==> config.mk <==
export PLATFORM = sky130hd
export DESIGN_NAME = pm_regs
export DESIGN_NICKNAME = d
export VERILOG_FILES = /design/src/rtl/pm_pkg.sv /design/src/rtl/pm_ctrl.sv /design/src/rtl/pm_datapath.sv /design/src/rtl/pm_regs.sv
export SDC_FILE = /design/constraint.sdc
export NUM_CORES = 1
export LEC_CHECK = 0
export ABC_CLOCK_PERIOD_IN_PS = 1840
export BUFFER_PORTS_ARGS = -buffer_cell sky130_fd_sc_hd__buf_2
export CORE_AREA = 3 3 75 49
export CTS_BUF_LIST = sky130_fd_sc_hd__clkbuf_2 sky130_fd_sc_hd__clkbuf_4 sky130_fd_sc_hd__clkbuf_8
export CTS_CLUSTER_DIAMETER = 30
export CTS_CLUSTER_SIZE = 10
export DETAILED_ROUTE_END_ITERATION = 10
export DIE_AREA = 0 0 78 52
export PLACE_DENSITY = 0.66
export SLEW_MARGIN = 20
export SYNTH_ARGS = -nofsm -noshare
export SYNTH_HDL_FRONTEND = slang
export SYNTH_SLANG_ARGS = --single-unit
==> constraint.sdc <==
create_clock -name clk -period 1.84 [get_ports clk]
set_clock_uncertainty 0.1 [all_clocks]
set_input_delay 0.184 -clock clk [delete_from_list [all_inputs] [get_ports clk]]
set_output_delay 0.184 -clock clk [all_outputs]
set_load 0.02 [all_outputs]
==> src/rtl/pm_pkg.sv <==
package pm_pkg;
  localparam int DATA_W      = 16;
  localparam int BE_W        = DATA_W / 8;
  localparam int PS_W        = 2;
  localparam int EN_BIT      = 8;
  localparam int STATUS_BIT  = 15;
  localparam int CAP_D1_BIT  = 9;
  localparam int CAP_D2_BIT  = 10;

  typedef enum logic [PS_W-1:0] {
    PS_D0    = 2'b00,
    PS_D1    = 2'b01,
    PS_D2    = 2'b10,
    PS_D3HOT = 2'b11
  } pwrState_t;

  typedef struct packed {
    logic      capLoad;
    logic      stateWr;
    pwrState_t stateVal;
    logic      enWr;
    logic      enVal;
    logic      statusClr;
  } pmStrobe_t;
endpackage

==> src/rtl/pm_ctrl.sv <==
module pm_ctrl
  import pm_pkg::*;
#(
  parameter int              ADDR_W      = 8,
  parameter logic [ADDR_W-1:0] CTRL_OFFSET = 8'h44
) (
  input  logic              clk,
  input  logic              rst_n,
  input  logic              cfgWrEn,
  input  logic [ADDR_W-1:0] cfgAddr,
  input  logic [BE_W-1:0]   cfgByteEn,
  input  logic [DATA_W-1:0] cfgWrData,
  input  logic              eepromLoad,
  input  logic [DATA_W-1:0] capWord,
  output pmStrobe_t         strobe
);
  logic loadDone;
  logic ctrlHit;
  pwrState_t reqState;
  logic stateOk;
  logic unusedDataBits;

  assign unusedDataBits = ^{cfgWrData[STATUS_BIT-1:EN_BIT+1], cfgWrData[EN_BIT-1:PS_W]};

  always_ff @(posedge clk or negedge rst_n) begin
    if (!rst_n)          loadDone <= 1'b0;
    else if (eepromLoad) loadDone <= 1'b1;
  end

  assign ctrlHit  = cfgWrEn && (cfgAddr == CTRL_OFFSET);
  assign reqState = pwrState_t'(cfgWrData[PS_W-1:0]);

  always_comb begin
    unique case (reqState)
      PS_D1:   stateOk = capWord[CAP_D1_BIT];
      PS_D2:   stateOk = capWord[CAP_D2_BIT];
      default: stateOk = 1'b1;
    endcase
  end

  always_comb begin
    strobe.capLoad   = eepromLoad && !loadDone;
    strobe.stateWr   = ctrlHit && cfgByteEn[0] && stateOk;
    strobe.stateVal  = reqState;
    strobe.enWr      = ctrlHit && cfgByteEn[1];
    strobe.enVal     = cfgWrData[EN_BIT];
    strobe.statusClr = ctrlHit && cfgByteEn[1] && cfgWrData[STATUS_BIT];
  end
endmodule

==> src/rtl/pm_datapath.sv <==
module pm_datapath
  import pm_pkg::*;
#(
  parameter int                ADDR_W      = 8,
  parameter logic [ADDR_W-1:0] CAP_OFFSET  = 8'h42,
  parameter logic [ADDR_W-1:0] CTRL_OFFSET = 8'h44,
  parameter logic [DATA_W-1:0] CAP_RESET   = 16'h7E22
) (
  input  logic              clk,
  input  logic              rst_n,
  input  pmStrobe_t         strobe,
  input  logic [DATA_W-1:0] eepromData,
  input  logic              pmeRequest,
  input  logic [ADDR_W-1:0] cfgAddr,
  output logic [DATA_W-1:0] capWord,
  output logic [DATA_W-1:0] cfgRdData,
  output pwrState_t         curState,
  output logic              pmeEn,
  output logic              pmeStatus,
  output logic              pmeOut
);
  logic [DATA_W-1:0] ctrlWord;

  always_ff @(posedge clk or negedge rst_n) begin
    if (!rst_n)              capWord <= CAP_RESET;
    else if (strobe.capLoad) capWord <= eepromData;
  end

  always_ff @(posedge clk or negedge rst_n) begin
    if (!rst_n)              curState <= PS_D0;
    else if (strobe.stateWr) curState <= strobe.stateVal;
  end

  always_ff @(posedge clk or negedge rst_n) begin
    if (!rst_n)           pmeEn <= 1'b0;
    else if (strobe.enWr) pmeEn <= strobe.enVal;
  end

  // Event has priority over a same-cycle clear.
  always_ff @(posedge clk or negedge rst_n) begin
    if (!rst_n)                pmeStatus <= 1'b0;
    else if (pmeRequest)       pmeStatus <= 1'b1;
    else if (strobe.statusClr) pmeStatus <= 1'b0;
  end

  always_comb begin
    ctrlWord                 = '0;
    ctrlWord[PS_W-1:0]       = curState;
    ctrlWord[EN_BIT]         = pmeEn;
    ctrlWord[STATUS_BIT]     = pmeStatus;
  end

  always_comb begin
    if (cfgAddr == CAP_OFFSET)       cfgRdData = capWord;
    else if (cfgAddr == CTRL_OFFSET) cfgRdData = ctrlWord;
    else                             cfgRdData = '0;
  end

  assign pmeOut = pmeEn & pmeStatus;
endmodule

==> src/rtl/pm_regs.sv <==
module pm_regs
  import pm_pkg::*;
#(
  parameter int                ADDR_W      = 8,
  parameter logic [ADDR_W-1:0] CAP_OFFSET  = 8'h42,
  parameter logic [ADDR_W-1:0] CTRL_OFFSET = 8'h44,
  parameter logic [15:0]       CAP_RESET   = 16'h7E22
) (
  input  logic              clk,
  input  logic              rst_n,
  input  logic              cfgWrEn,
  input  logic [ADDR_W-1:0] cfgAddr,
  input  logic [1:0]        cfgByteEn,
  input  logic [15:0]       cfgWrData,
  output logic [15:0]       cfgRdData,
  input  logic              eepromLoad,
  input  logic [15:0]       eepromData,
  input  logic              pmeRequest,
  output logic              pmeOut,
  output logic [1:0]        powerState
);
  pmStrobe_t         strobe;
  logic [DATA_W-1:0] capWord;
  pwrState_t         curState;
  logic              pmeEn;
  logic              pmeStatus;

  pm_ctrl #(.ADDR_W(ADDR_W), .CTRL_OFFSET(CTRL_OFFSET)) u_ctrl (
    .clk(clk), .rst_n(rst_n), .cfgWrEn(cfgWrEn), .cfgAddr(cfgAddr),
    .cfgByteEn(cfgByteEn), .cfgWrData(cfgWrData), .eepromLoad(eepromLoad),
    .capWord(capWord), .strobe(strobe)
  );

  pm_datapath #(.ADDR_W(ADDR_W), .CAP_OFFSET(CAP_OFFSET),
                .CTRL_OFFSET(CTRL_OFFSET), .CAP_RESET(CAP_RESET)) u_dp (
    .clk(clk), .rst_n(rst_n), .strobe(strobe), .eepromData(eepromData),
    .pmeRequest(pmeRequest), .cfgAddr(cfgAddr), .capWord(capWord),
    .cfgRdData(cfgRdData), .curState(curState), .pmeEn(pmeEn),
    .pmeStatus(pmeStatus), .pmeOut(pmeOut)
  );

  assign powerState = curState;
endmodule

==> impl_metrics.yaml <==
status:
  run_status: "completed"
clocking:
  clk_pin_slew_worst_paths_ns: 0.07
  clock_tree.buffer_depth: 2
  clock_tree.htree_level_count: 1
  clkLatencyLatePin_ns: 0.25
  cts-buffers-inserted: 3
  numClockSinks: 21
  ctsRootBufferMaster: "sky130_fd_sc_hd__clkbuf_8"
  cts_resized: 0
  clock_tree_from_tritoncts: "done"
  postCtsSetupBuffers: 0
setup_path:
  critical_path_data_required_time_ns: 1.56
  timing.setup.critical_path_class: "in -> out"
  critPathSlowestCell: "sky130_fd_sc_hd__nor4b_4"
  timing.critical_path.from_type: "primary input"
  critical_path_peak_fanout: 16
  r2r_slack_ns: 0.44
  cp_data_arrival_time_ns: 1.35
  regToRegStartpoint: "u_dp.capWord[10]"
  rr_endpoint: "u_dp.curState[1]"
  timing.critical_path.cells: "buf_2 -> nor4b_4 -> and4b_1 -> buf_4 -> a22o_1 -> buf_2"
  cp_common_cell: "sky130_fd_sc_hd__buf_2"
  end_kind: "output port"
  r2r.worst_path.cells: 3
  slowest_delay_ns: 0.33
synthesis:
  synth_area_leader_cell: "sky130_fd_sc_hd__dfrtp_1"
  synth_largest_type_area_fraction_pct: 31.21
  post_synth_num_cell_types: 21
  ys_warns: 0
  ys_seq_elements: 21
  syn_nets: 127
  synthesis.area_sq_um: 1042
  syn_avg_cell_area_sq_um: 13.36
  synth_cells: 78
  share_of_synthesized_area_occupied_by_flip_flops_and_latches_pct: 51.38
  yosys-top-cells-area: "sky130_fd_sc_hd__dfrtp_1, sky130_fd_sc_hd__dfstp_2, sky130_fd_sc_hd__mux2_1"
finish:
  most_common_cell_after_layout_fill_and_taps_aside: "sky130_fd_sc_hd__buf_2"
  num_antenna_cells: 0
  layout.cells.most_common_list: "sky130_fd_sc_hd__buf_2, sky130_fd_sc_hd__and2_1, sky130_fd_sc_hd__mux2_1, sky130_fd_sc_hd__dfrtp_1, sky130_fd_sc_hd__dfstp_2"
  post_route_cells_drive_above_1_share_pct: 57.04
  finish.net_count: 185
  area_delta_synth_final_pct: 35.89
  finalCoreUtilization_pct: 45.35
detailed_routing:
  initial_drc_count: 25
  route.detailed.drc: 0
  wl_per_cell_microns: 12.67
  detailedRoute.firstPassIterationCount: 3
  routed-via-count: 777
  total_routed_length_microns: 2280
  drtAntennaViolNets: 0
  post_drt_via_cell_ratio: 4.317
global_routing:
  number_of_global_route_vias_before_repair: 832
  global_route_wire_length_before_repair_microns: 3677
  global_route_congestion_overflow_total: 0
  antenna_found_initial: 0
  pin_count_of_the_biggest_net_entering_global_routing: 22
  groute.usage.overall_pct: 11.90
die:
  die-height_microns: 52
  chipWidth_microns: 78
  initial_util_pct: 33.37
  fp-row-count: 16
  core_region_area_sq_um: 3123
  io_pins: 66
  die-area_sq_um: 4056
sta:
  timing.final.setup_violations: 0
  max_freq_ghz: 0.6104
  hold_viol_final: 0
  worst_hold_slack_ns: 0.03761
  tightest_slew_ns: 0.4797
  rsz_0062_raised_after_global_routing: "no"
  worst_slew_margin_rel_pct: 68.02
  final.setup.tns_ns: 0
  fin_crit_ns: 1.638
  drv_slew: 0
  fin_crit_sh_pct: 89.03
power_and_ir_drop:
  static-leakage-power_uw: 0.0007310
  total_power_uw: 943.1
  vdd_ir_drop_max_v: 0.0003553
  power-per-cell-area_nw_per_um2: 665.9
min_path:
  hold_end: "u_ctrl.loadDone"
  min_path_type: "in -> reg"
  worstHoldPathCells: 2
  hold_path.startpoint: "eepromLoad"
placed_design:
  port-buffer-count: 53
  gpl.final_weighted_congestion: 0.6546
run:
  count_of_maximum_capacitance_violations: 0
## layout make-up
class | instances | area (sq um)
Timing Repair Buffer | 57 | 297.8
Fill cell | 315 | 1707
Sequential cell | 21 | 535.5
Inverter | 2 | 7.507
Multi-Input combinational cell | 51 | 470.5
Clock buffer | 4 | 48.80
Tap cell | 45 | 56.30
## routing by layer
metal  up-vias  part of all wire (%)  GRT usage (%)
met1       364                    40          13.49
met5         -                     0              0
met2        27                    51          22.30
met4         0                     0              0
met3         0                   8.2          5.190
li1        386                     -              -
## cells in the mapped netlist
| cell | n |
|---|---|
| sky130_fd_sc_hd__o22a_1 | 1 |
| sky130_fd_sc_hd__nor2b_1 | 1 |
| sky130_fd_sc_hd__ha_1 | 2 |
| sky130_fd_sc_hd__buf_2 | 2 |
| sky130_fd_sc_hd__buf_4 | 1 |
| sky130_fd_sc_hd__inv_1 | 2 |
| sky130_fd_sc_hd__nor2_1 | 1 |
| sky130_fd_sc_hd__nand2b_1 | 1 |
| sky130_fd_sc_hd__dfstp_2 | 8 |
| sky130_fd_sc_hd__mux2_1 | 13 |
| sky130_fd_sc_hd__nor4b_4 | 1 |
| sky130_fd_sc_hd__and4b_1 | 1 |
| sky130_fd_sc_hd__nor4b_2 | 1 |
| sky130_fd_sc_hd__mux2_2 | 6 |
| sky130_fd_sc_hd__or2_2 | 1 |
| sky130_fd_sc_hd__a221o_1 | 1 |
| sky130_fd_sc_hd__buf_6 | 1 |
| sky130_fd_sc_hd__and2_1 | 15 |
| sky130_fd_sc_hd__dfrtp_1 | 13 |
| sky130_fd_sc_hd__a22o_1 | 4 |
| sky130_fd_sc_hd__nand4_1 | 2 |
## per-stage QoR
| stage | instance area, sq um | cells | setup slack, ns |
|---|---|---|---|
| 2_1_floorplan | 1042 | 78 | 0.4073 |
| 3_3_place_gp | 1358 | 175 | 0.2065 |
| 3_5_place_dp | 1358 | 175 | 0.1942 |
| 4_1_cts | 1416 | 180 | 0.1919 |
| 5_1_grt | 1416 | 180 | 0.1115 |
| 6_report | 1416 | 180 | 0.2018 |
## worst max-delay path, delay by kind of cell
kind	cells	cell delay [ns]
AOI/OAI and AO/OA	1	0.16
and+or+nand+nor	2	0.56
buffers and inverters	3	0.46
## worst max-delay path by stage
stage / startpoint / end / slack, ns
2_1_floorplan: cfgAddr[5] / cfgRdData[10] / 0.41
3_5_place_dp: cfgAddr[5] / cfgRdData[8] / 0.19
3_3_place_gp: cfgAddr[5] / cfgRdData[0] / 0.21
4_1_cts: cfgAddr[5] / cfgRdData[8] / 0.19
6_report: cfgAddr[5] / cfgRdData[8] / 0.20
5_1_grt: cfgAddr[5] / cfgRdData[8] / 0.11
## what timing repair did
action                                 in CTS  in global routing
setup endpoints to repair                   0                  0
hold buffers                                1                  0
endpoints found under the hold margin      13                  0
## power breakdown
part           leakage, uW  switching, uW  internal, uW
combinational     0.000463           42.8          62.0
clock            0.0000262            131           168
sequential        0.000242           20.2           519
## cells by family (layout without fill, tap and decap cells)
| kind of cell | count (synthesis) | count (layout) | synth area share (%) |
|---|---|---|---|
| AO/OA/AOI/OAI | 6 | 6 | 5.162 |
| adder cells (fa/ha/maj) | 2 | 2 | 2.401 |
| buffers and inverters | 6 | 63 | 3.482 |
| flip-flops | 21 | 21 | 51.38 |
| multiplexers | 19 | 19 | 20.53 |
| AND/OR/NAND/NOR | 24 | 24 | 17.05 |
## sequential cells by signal, indices dropped and copies added, names as in the netlist
register	count
u_dp.capWord	16
u_dp.curState	2
u_ctrl.loadDone	1
u_dp.pmeEn	1
u_dp.pmeStatus	1
Note: power is estimated with default switching activity, not from simulation.
